`src/rtl/octal_dac_pkg.sv`:
```
package octal_dac_pkg;
    localparam int DEF_ADDR_W      = 3;
    localparam int DEF_DATA_W      = 8;
    localparam int DEF_SYNC_STAGES = 2;

    // Midscale code: only the top bit set.
    function automatic logic [31:0] midscale(input int width);
        return 32'(1) << (width - 1);
    endfunction
endpackage

```
`src/rtl/octal_dac_sync.sv`:
```
module octal_dac_sync #(
    parameter int              W       = 3,
    parameter int              STAGES  = 2,
    parameter logic [W-1:0]    RST_VAL = '0
) (
    input  logic         clk,
    input  logic         rst_n,
    input  logic [W-1:0] async_in,
    output logic [W-1:0] sync_out
);
    logic [W-1:0] stage_q [STAGES];

    genvar s;
    generate
        for (s = 0; s < STAGES; s++) begin : g_stage
            always_ff @(posedge clk or negedge rst_n) begin
                if (!rst_n) begin
                    stage_q[s] <= RST_VAL;
                end else if (s == 0) begin
                    stage_q[s] <= async_in;
                end else begin
                    stage_q[s] <= stage_q[(s == 0) ? 0 : s - 1];
                end
            end
        end
    endgenerate

    assign sync_out = stage_q[STAGES-1];
endmodule

```
`src/rtl/octal_dac_shifter.sv`:
```
module octal_dac_shifter #(
    parameter int ADDR_W = 3,
    parameter int DATA_W = 8,
    localparam int WORD_W = ADDR_W + DATA_W,
    localparam int CNT_W  = $clog2(WORD_W + 1)
) (
    input  logic              clk,
    input  logic              rst_n,
    input  logic              s_clk,
    input  logic              s_data,
    input  logic              s_sel_n,
    output logic              wr_en,
    output logic [ADDR_W-1:0] wr_addr,
    output logic [DATA_W-1:0] wr_data,
    output logic [CNT_W-1:0]  bit_cnt
);
    typedef struct packed {
        logic [WORD_W-1:0] sr;
        logic [CNT_W-1:0]  cnt;
        logic              clk_prev;
        logic              sel_prev;
        logic              wr;
        logic [WORD_W-1:0] word;
    } shf_state_t;

    shf_state_t st_d, st_q;

    always_comb begin
        st_d          = st_q;
        st_d.wr       = 1'b0;
        st_d.clk_prev = s_clk;
        st_d.sel_prev = s_sel_n;

        if (!s_sel_n && st_q.sel_prev) begin
            st_d.cnt = '0;
        end else if (!s_sel_n && s_clk && !st_q.clk_prev) begin
            st_d.sr = {st_q.sr[WORD_W-2:0], s_data};
            if (st_q.cnt != CNT_W'(WORD_W)) begin
                st_d.cnt = st_q.cnt + 1'b1;
            end
        end

        if (s_sel_n && !st_q.sel_prev) begin
            st_d.wr   = (st_q.cnt == CNT_W'(WORD_W));
            st_d.word = st_q.sr;
            st_d.cnt  = '0;
        end
    end

    always_ff @(posedge clk or negedge rst_n) begin
        if (!rst_n) begin
            st_q          <= '0;
            st_q.sel_prev <= 1'b1;
        end else begin
            st_q <= st_d;
        end
    end

    assign wr_en   = st_q.wr;
    assign wr_addr = st_q.word[WORD_W-1:DATA_W];
    assign wr_data = st_q.word[DATA_W-1:0];
    assign bit_cnt = st_q.cnt;
endmodule

```
`src/rtl/octal_dac_latches.sv`:
```
module octal_dac_latches #(
    parameter int ADDR_W = 3,
    parameter int DATA_W = 8,
    localparam int NUM_CH = 1 << ADDR_W
) (
    input  logic                           clk,
    input  logic                           rst_n,
    input  logic                           preset_n,
    input  logic                           wr_en,
    input  logic [ADDR_W-1:0]              wr_addr,
    input  logic [DATA_W-1:0]              wr_data,
    output logic [NUM_CH-1:0][DATA_W-1:0]  latch_q
);
    localparam logic [DATA_W-1:0] MID = DATA_W'(octal_dac_pkg::midscale(DATA_W));

    logic [NUM_CH-1:0][DATA_W-1:0] latch_d;

    always_comb begin
        latch_d = latch_q;
        for (int i = 0; i < NUM_CH; i++) begin
            if (!preset_n) begin
                latch_d[i] = MID;
            end else if (wr_en && (wr_addr == ADDR_W'(i))) begin
                latch_d[i] = wr_data;
            end
        end
    end

    always_ff @(posedge clk or negedge rst_n) begin
        if (!rst_n) begin
            latch_q <= '0;
        end else begin
            latch_q <= latch_d;
        end
    end
endmodule

```
`src/rtl/octal_dac_regs.sv`:
```
module octal_dac_regs #(
    parameter int ADDR_W      = octal_dac_pkg::DEF_ADDR_W,
    parameter int DATA_W      = octal_dac_pkg::DEF_DATA_W,
    parameter int SYNC_STAGES = octal_dac_pkg::DEF_SYNC_STAGES,
    localparam int NUM_CH = 1 << ADDR_W,
    localparam int WORD_W = ADDR_W + DATA_W,
    localparam int CNT_W  = $clog2(WORD_W + 1)
) (
    input  logic                          clk,
    input  logic                          rst_n,
    input  logic                          ser_clk,
    input  logic                          ser_data,
    input  logic                          ser_sel_n,
    input  logic                          preset_n,
    input  logic                          sleep,
    output logic [NUM_CH-1:0][DATA_W-1:0] chan_code
);
    logic [2:0]                    pins_s;
    logic                          wr_en;
    logic [ADDR_W-1:0]             wr_addr;
    logic [DATA_W-1:0]             wr_data;
    logic [CNT_W-1:0]              frame_cnt;
    logic [NUM_CH-1:0][DATA_W-1:0] latch_q;

    // Bit order: {select, data, clock}; select idles high.
    octal_dac_sync #(.W(3), .STAGES(SYNC_STAGES), .RST_VAL(3'b100)) u_sync (
        .clk      (clk),
        .rst_n    (rst_n),
        .async_in ({ser_sel_n, ser_data, ser_clk}),
        .sync_out (pins_s)
    );

    octal_dac_shifter #(.ADDR_W(ADDR_W), .DATA_W(DATA_W)) u_shift (
        .clk     (clk),
        .rst_n   (rst_n),
        .s_clk   (pins_s[0]),
        .s_data  (pins_s[1]),
        .s_sel_n (pins_s[2]),
        .wr_en   (wr_en),
        .wr_addr (wr_addr),
        .wr_data (wr_data),
        .bit_cnt (frame_cnt)
    );

    octal_dac_latches #(.ADDR_W(ADDR_W), .DATA_W(DATA_W)) u_latch (
        .clk      (clk),
        .rst_n    (rst_n),
        .preset_n (preset_n),
        .wr_en    (wr_en),
        .wr_addr  (wr_addr),
        .wr_data  (wr_data),
        .latch_q  (latch_q)
    );

    genvar c;
    generate
        for (c = 0; c < NUM_CH; c++) begin : g_out
            assign chan_code[c] = sleep ? '0 : latch_q[c];
        end
    endgenerate
endmodule

```
`config.mk`:
```
export PLATFORM = sky130hd
export DESIGN_NAME = octal_dac_regs
export DESIGN_NICKNAME = d
export VERILOG_FILES = /design/src/rtl/octal_dac_pkg.sv /design/src/rtl/octal_dac_sync.sv /design/src/rtl/octal_dac_shifter.sv /design/src/rtl/octal_dac_latches.sv /design/src/rtl/octal_dac_regs.sv
export SDC_FILE = /design/constraint.sdc
export NUM_CORES = 1
export LEC_CHECK = 0
export ABC_AREA = 1
export BUFFER_PORTS_ARGS = -buffer_cell sky130_fd_sc_hd__buf_2
export CORE_ASPECT_RATIO = 0.75
export CORE_MARGIN = 3
export CORE_UTILIZATION = 35
export CTS_CLUSTER_SIZE = 8
export DETAILED_ROUTE_END_ITERATION = 8
export PLACE_DENSITY_LB_ADDON = 0.3
export REMOVE_ABC_BUFFERS = 1
export SLEW_MARGIN = 15
export SYNTH_ARGS = -nofsm -noshare
export SYNTH_HDL_FRONTEND = slang
export SYNTH_SLANG_ARGS = --single-unit
```
`constraint.sdc`:
```
create_clock -name clk -period 3.3 [get_ports clk]
set_clock_uncertainty 0.15 [all_clocks]
set_input_delay 0.165 -clock clk [delete_from_list [all_inputs] [get_ports clk]]
set_output_delay 0.165 -clock clk [all_outputs]
set_load 0.005 [all_outputs]
```
==> results.toml, run 1 <==
[die]
boundaryPins = 71
chipWidth_microns = 133
die_y_microns = 101
start_util_pct = 36.2
row_count = 34
dieArea_sq_um = 13500
core_area_sq_um = 11700

[flow_run]
cap_violations = 0

[cts]
cts_tree = "built"
insertion_delay_ns = 0.34
cts_max_path_buffers = 2
cts_sinks = 99
cts.clk_slew.worst_paths_ns = 0.06
cts-htree-levels = 3
cts_buffers = 9
root_buffer = "clkbuf_16"
cts_setup_buffers = 0

[layout]
syn_to_final_growth_pct = 18.5
final_area_sq_um = 5030
final_cell_mix = "nand2_1 (123), inv_1 (96), dfrtp_1 (96)"
final_common_cell = "nand2_1"
drive_gt1_share_pct = 15.8
nNetsFinal = 588
nFillCells = 1192
diodes = 0

[power_and_ir_drop]
irDropWorstVdd_uv = 312
power_density_nw_per_um2 = 558
p_leak_nw = 2.57

[grt]
grt_first_pass_wirelength_microns = 15900
groute.usage.overall_pct = 14.9
grt_pass1_vias = 3245
grt-ovfl-total = 0
antenna_found_initial = 0
grt_max_degree = 65

[outcome]
status = "finished, final reports clean"

[routing]
first_pass_iters = 5
drt_iter0_drc = 261
maxUsedRoutingLayer = "met4"
drt-total-wl_microns = 9550
wl_met2_microns = 3970
routed_via_density = 4.41
num_vias = 3282
m1WireLength_microns = 4870
ant_nets = 0
avgRoutedWirePerCell_microns = 12.8
wl_met3_microns = 621
drc = 0

[timing]
setup_viol = 0
period_minus_slack_ns = 1.77
worst_slew_pin_slew_ns = 1.11
rsz0062_at_grt = "no"
fmax_mhz = 564
hold_viol = 0
maxSlewViolCount = 0
fin_setup_tns_ns = 0
maxSlewHeadroom_pct = 26.2
timing.final.crit_share_pct = 53.8

[logic_synthesis]
syn_area_per_cell_sq_um = 8.27
yosysWarnings = 0
syn_inst = 513
synthDistinctLibCells = 18
syn_area_sq_um = 4240
synth-seq-cells = 99
yosysSeqAreaShare_pct = 58.5

[hold_path]
hold_path.class = "reg -> reg"

[setup_path]
crit_top_cell = "nand2_1"
arrival_ns = 1.86
worstPathCellList = "inv_1 -> nand2_1 -> nand3_1 -> nand2_1 -> inv_1 -> nand2_1 -> nand2_1"
cp_top_family = "simple AND/OR/NAND/NOR gates"
cp_slowest_cell = "dfstp_2"
crit_path_max_fanout = 26
cp.required_ns = 3.39
path_class = "reg -> reg"
setup.worst_path.start_class = "flip-flop"
end_kind = "flip-flop"
critPathBufInv = 2
cp_slowest_stage_delay_ns = 0.53

[placement]
hpwl_microns = 6350
dpl_cell_area_sq_um = 4680
globalplace.congestion = 0.784
port_buffers = 70
==> logic make-up (layout without fill, tap and decap cells) <==
| logic type | after synthesis | after routing | synth area share (%) |
|---|---|---|---|
| flops | 99 | 99 | 58.5 |
| buf+inv | 116 | 186 | 11.6 |
| compound gates | 88 | 88 | 10.5 |
| fa+ha+maj | 1 | 1 | 0.295 |
| simple gates | 209 | 209 | 19.1 |
==> layer usage <==
layer  up-vias  GRT usage, %
met4         0          4.03
met1      1508          21.4
met3        10          4.27
met2       100          22.3
li1       1664             -
met5         -             0
==> Yosys cell counts, drive strengths merged <==
cell type,number,share of area (%)
ha,1,0.30
dfstp,3,1.9
dfrtp,96,57
o21ai,85,10
a21oi,3,0.35
nand2,125,11
nor2,75,6.6
buf,10,2.2
clkbuf,10,0.89
nand3,7,0.83
nand4,1,0.15
nor3,1,0.12
inv,96,8.5
==> registers in the layout, summed over array words and instances, names as in the netlist <==
register         flops
u_shift.bit_cnt      4
u_shift.wr_en        1
u_shift.st_q        13
u_sync.stage_q       3
u_latch.latch_q     64
u_sync.sync_out      3
u_shift.wr_addr      3
u_shift.wr_data      8
==> stage by stage <==
stage                     cells  power, W  utilization [%]  worst slack [ns]  hold WS, ns
after floorplan             493   0.00157                -              1.76       -0.281
after global placement      727   0.00172             40.0              1.55        0.124
after detailed placement    727   0.00173             40.0              1.53        0.124
after CTS                   745   0.00284             43.0              1.52        0.200
after global routing        745   0.00295             43.0              1.35        0.207
final                       745   0.00280             43.0              1.53        0.196
==> report_power, final <==
group / switching, W / internal (W)
clock: 0.000439 / 0.000654
combinational: 0.000231 / 0.000105
sequential: 0.0000411 / 0.00133
total: 0.000711 / 0.00209
==> repair_timing <==
item | in CTS | in global routing
gates resized for setup | 0 | 0
endpoints found under the hold margin | 64 | 0
hold buffers | 4 | 0
==> cell type report <==
| class | instances | area, sq um | area share [%] |
|---|---|---|---|
| clock buffers | 9 | 225 | 4.48 |
| clock inverters | 5 | 80.1 | 1.59 |
| inverters | 96 | 360 | 7.17 |
| multi-input cells | 298 | 1270 | 25.2 |
| flip-flops and latches | 99 | 2480 | 49.4 |
| well taps | 162 | 203 | 4.03 |
| repair buffers | 76 | 408 | 8.12 |
==> worst reg2reg max path: stages (launching register included) <==
cell and delay, ns:
dfstp_2 0.53, inv_1 0.04, nand2_1 0.52, nand3_1 0.15, nand2_1 0.13, inv_1 0.05
nand2_1 0.06, nand2_1 0.04
==> final timing paths <==
check	start	end	slack, ns	cells after the start
min	u_sync.stage_q[3]$_DFF_PN0_	u_sync.sync_out[0]$_DFF_PN0_	0.20	0
max reg2reg	u_shift.st_q[12]$_DFF_PN1_	u_shift.bit_cnt[3]$_DFFE_PN0P_	1.53	7
min reg2reg	u_sync.stage_q[3]$_DFF_PN0_	u_sync.sync_out[0]$_DFF_PN0_	0.20	0
max in group asynchronous	rst_n	u_sync.stage_q[5]$_DFF_PN1_	1.86	3
max	u_shift.st_q[12]$_DFF_PN1_	u_shift.bit_cnt[3]$_DFFE_PN0P_	1.53	7
min in group asynchronous	rst_n	u_latch.latch_q[63]$_DFFE_PN0P_	0.30	2
Note: power is estimated with default switching activity, not from simulation.
==> run 2: changes to the inputs <==
- clock period: 3.3 -> 1.7 ns (I/O delays scaled with it)
==> run 2 against run 1 <==
Effect of this change:
- global-route usage is 0.18 points higher
- non-clock buffer count is 6 higher
- combinational power is 100% higher
- cell count is 1.1% higher
- critical path depth is 3 lower
- register-to-register slack worse by 1.3 ns
- sequential cell count stayed put
- fmax is 18% higher
- critical path type unchanged
- largest power group unchanged
==> results.toml, run 2 (synthesized netlist as in run 1, its figures left out) <==
[cts]
cts_max_path_buffers = 2
cts_tree = "built"
cts.clk_slew.worst_paths_ns = 0.07
root_buffer = "clkbuf_16"
cts_resized = 0
cts_buffers = 9
cts-htree-levels = 3
insertion_delay_ns = 0.34
cts_sinks = 99

[layout]
final_common_cell = "nand2_1"
final_cell_mix = "nand2_1 (123), inv_1 (96), dfrtp_1 (96)"
drive_gt1_share_pct = 16.8
diodes = 0
syn_to_final_growth_pct = 20.7
nFillCells = 1180
top_register = "u_latch.latch_q"
instances_no_fill = 753
nNetsFinal = 594
largest_register_ffs = 64

[timing]
worst_slew_pin_slew_ns = 0.541
setup_viol = 0
hold_ws_ns = 0.145
maxSlewHeadroom_pct = 63.9
fmax_mhz = 667
fin_setup_tns_ns = 0
timing.final.crit_share_pct = 88.2
maxSlewViolCount = 0
setup_ws_ns = 0.201
period_minus_slack_ns = 1.50
rsz0062_at_grt = "no"
hold_viol = 0

[die]
core_area_sq_um = 11700
start_util_pct = 36.2
row_count = 34
chipWidth_microns = 133
boundaryPins = 71
dieArea_sq_um = 13500
die_y_microns = 101

[placement]
pre_cts_ws_ns = 0.220
hpwl_microns = 6540
place_inst = 732
port_buffers = 70
globalplace.congestion = 0.831

[setup_path]
end_kind = "flip-flop"
arrival_ns = 1.56
cp.required_ns = 1.76
setup.worst_path.start_class = "flip-flop"
path_class = "reg -> reg"
crit_path_max_fanout = 16

[routing]
avgRoutedWirePerCell_microns = 12.9
maxUsedRoutingLayer = "met4"
drc = 0
wl_met2_microns = 3970
m1WireLength_microns = 4990
routed_via_density = 4.44
wl_met3_microns = 628
drt_iter0_drc = 297
ant_nets = 0
num_vias = 3346
first_pass_iters = 5
drt-total-wl_microns = 9710

[power_and_ir_drop]
power_density_nw_per_um2 = 1070
finalPower_w = 0.00546
irDropWorstVdd_uv = 594
p_leak_nw = 2.63

[grt]
grt_pass1_vias = 3180
grt-ovfl-total = 0
grt_first_pass_wirelength_microns = 16000
grt_max_degree = 63
antenna_found_initial = 0
groute.usage.overall_pct = 15.1

[flow_run]
cap_violations = 0

[hold_path]
hold_path.class = "in -> async"

[outcome]
status = "finished, final reports clean"
==> run 2: area by class of cell <==
class | instances | area, sq um | share of cell area, %
clock buffer | 12 | 267 | 5.21
clock inverter | 4 | 47.5 | 0.929
sequential | 99 | 2480 | 48.5
multi-input combinational | 298 | 1270 | 24.8
timing repair buffer | 82 | 493 | 9.63
inverter | 96 | 360 | 7.04
tap | 162 | 203 | 3.96
==> run 2: final timing paths <==
path | start | to | slack, ns | cells past startpoint
min in group clk | preset_n | u_latch.latch_q[23]$_DFFE_PN0P_ | 0.17 | 3
max in group asynchronous | rst_n | u_latch.latch_q[59]$_DFFE_PN0P_ | 0.61 | 3
min reg2reg | u_sync.stage_q[4]$_DFF_PN0_ | u_sync.sync_out[1]$_DFF_PN0_ | 0.20 | 0
max | u_shift.wr_addr[2]$_DFFE_PN0P_ | u_latch.latch_q[28]$_DFFE_PN0P_ | 0.20 | 4
min | rst_n | u_latch.latch_q[62]$_DFFE_PN0P_ | 0.14 | 3
max reg2reg | u_shift.wr_addr[2]$_DFFE_PN0P_ | u_latch.latch_q[28]$_DFFE_PN0P_ | 0.20 | 4
==> run 2: timing repair <==
| action | CTS | global route |
|---|---|---|
| endpoints found under the hold margin | 102 | 0 |
| buffers inserted | 0 | 0 |
| hold buffers | 5 | 0 |
==> run 2: stage by stage <==
step / utilization, % / instance area [sq um]
final: 43.8 / 5120
after global routing: 43.8 / 5120
after CTS: 43.8 / 5120
after detailed placement: 40.7 / 4760
after global placement: 40.7 / 4760
after floorplan: - / 4110
==> run 2: power by group <==
part           switching [W]  total, W  internal, W  leakage [nW]
Sequential         0.0000763   0.00266      0.00259          1.32
Clock               0.000860   0.00212      0.00126         0.155
Combinational       0.000455  0.000677     0.000222          1.15
==> run 2: critical path: stages (launching register included) <==
cell,delay (ns)
dfrtp_1,0.40
nor2_1,0.22
nand3_1,0.11
nand2_1,0.35
o21ai_0,0.14
==> run 2: layer usage <==
layer  vias to the layer above  GRT usage (%)
met5                         -              0
met4                         0           4.43
met2                        99           21.7
met1                      1557           22.2
li1                       1677              -
met3                        13           4.37
==> run 3: changes to the inputs <==
- CELL_PAD_IN_SITES_DETAIL_PLACEMENT: unset -> 1
- CELL_PAD_IN_SITES_GLOBAL_PLACEMENT: unset -> 1
==> run 3 against run 2 <==
Effect of this change:
- sequential share of layout area fell by 0.52 points
- core utilization rose by 0.47 points
- non-clock buffer count rose by 3
- sequential power barely moved
- power rose by 2.7%
- critical path type unchanged
- largest power group unchanged
==> results.toml, run 3 (synthesized netlist as in run 1, its figures left out) <==
[outcome]
status = "finished, final reports clean"

[timing]
period_minus_slack_ns = 1.53
fmax_mhz = 654
hold_viol = 0
hold_ws_ns = 0.115
setup_viol = 0
worst_slew_pin_slew_ns = 0.520
timing.final.crit_share_pct = 89.9
maxSlewViolCount = 0
rsz0062_at_grt = "no"
fin_setup_tns_ns = 0
maxSlewHeadroom_pct = 65.3

[routing]
drc = 0
ant_nets = 0
first_pass_iters = 4
drt_iter0_drc = 148
avgRoutedWirePerCell_microns = 14.0
num_vias = 3413
drt-total-wl_microns = 10600
routed_via_density = 4.51

[die]
die_y_microns = 101
boundaryPins = 71
row_count = 34
dieArea_sq_um = 13500
start_util_pct = 36.2
core_area_sq_um = 11700
chipWidth_microns = 133

[placement]
place_inst = 736
hpwl_microns = 7390
dpl_cell_area_sq_um = 4800
globalplace.congestion = 0.732
port_buffers = 70

[flow_run]
cap_violations = 0

[setup_path]
path_class = "reg -> reg"
end_kind = "flip-flop"
arrival_ns = 1.58
setup.worst_path.start_class = "flip-flop"
cp.required_ns = 1.76
crit_path_max_fanout = 16

[grt]
grt_pass1_vias = 3638
antenna_found_initial = 0
groute.usage.overall_pct = 17.0
grt-ovfl-total = 0
grt_max_degree = 38
grt_first_pass_wirelength_microns = 18200

[cts]
cts.clk_slew.worst_paths_ns = 0.07
cts_tree = "built"
cts_sinks = 99
cts_setup_buffers = 0
cts-htree-levels = 3
cts_buffers = 9
root_buffer = "clkbuf_16"
insertion_delay_ns = 0.34
cts_max_path_buffers = 2

[power_and_ir_drop]
finalPower_w = 0.00560
p_sw_share_pct = 25.3
p_comb_share_pct = 12.5
irDropWorstVdd_uv = 590
internal-power_w = 0.00418
p_leak_nw = 2.65
p_switching_w = 0.00142
power_density_nw_per_um2 = 1080
p_seq_share_pct = 47.6
clock_power_share_pct = 39.9

[layout]
final_common_cell = "nand2_1"
final_area_sq_um = 5170
drive_gt1_share_pct = 17.7
top_register = "u_latch.latch_q"
nFillCells = 1447
largest_register_ffs = 64
syn_to_final_growth_pct = 22.0
nNetsFinal = 597
diodes = 0
final_cell_mix = "nand2_1 (120), inv_1 (96), dfrtp_1 (96)"
instances_no_fill = 756

[hold_path]
hold_path.class = "in -> async"
==> run 3: cell types whose count changed in the layout (fill, tap and decap cells not counted), sizes merged <==
cell and change:
dlygate4sd3 -1, bufinv +1, clkinv -1, buf +4
==> run 3: per-stage QoR <==
stage / worst slack (ns) / utilization, %
finish: 0.172 / 44.2
global route: 0.00239 / 44.2
CTS: 0.152 / 44.2
detailed placement: 0.188 / 41.0
global placement: 0.230 / 41.0
floorplan: 0.165 / -
==> run 3: path summary, 6_finish.rpt <==
kind	from	to	slack (ns)	depth (start not counted)
max in group asynchronous	rst_n	u_latch.latch_q[11]$_DFFE_PN0P_	0.72	3
min in group clk	preset_n	u_latch.latch_q[15]$_DFFE_PN0P_	0.16	3
worst max register to register	u_shift.wr_addr[2]$_DFFE_PN0P_	u_latch.latch_q[31]$_DFFE_PN0P_	0.17	4
worst min-delay path	rst_n	u_latch.latch_q[59]$_DFFE_PN0P_	0.12	2
worst min register to register	u_sync.stage_q[4]$_DFF_PN0_	u_sync.sync_out[1]$_DFF_PN0_	0.20	0
worst max-delay path	u_shift.wr_addr[2]$_DFFE_PN0P_	u_latch.latch_q[31]$_DFFE_PN0P_	0.17	4
==> run 3: worst max-delay path, cell delays in order (launching register included) <==
cell and delay [ns]:
dfrtp_1 0.41, nor2_1 0.23, nand3_1 0.10, nand2_1 0.35, o21ai_0 0.15
==> run 3: layout make-up <==
| cell class | instances | area (sq um) | area share, % |
|---|---|---|---|
| inverters | 96 | 360 | 6.96 |
| repair buffers | 85 | 526 | 10.2 |
| multi-input cells | 298 | 1280 | 24.7 |
| clock buffers | 12 | 256 | 4.96 |
| flip-flops and latches | 99 | 2480 | 47.9 |
| clock inverters | 4 | 72.6 | 1.40 |
| well taps | 162 | 203 | 3.92 |
==> run 3: repair_timing <==
action | 4_1_cts | 5_1_grt
hold endpoints to repair | 102 | 0
hold buffers | 4 | 0
endpoints found under the setup margin | 0 | 10
gates resized for setup | 0 | 3
==> run 3: power groups by stage <==
stage,Clock [W],Combinational (W),Sequential [W]
after floorplan,0,0.000361,0.00269
after global placement,0,0.000674,0.00270
after CTS,0.00231,0.000721,0.00267
after global routing,0.00241,0.000821,0.00269
final,0.00223,0.000700,0.00267
after detailed placement,0,0.000706,0.00271
==> run 3: metal layers <==
metal	vias to the layer above	wire length, microns	track usage, %
met5	-	0	0
met4	0	106	4.03
met3	9	393	3.97
met2	58	4740	27.3
met1	1664	5330	23.5
li1	1682	-	-
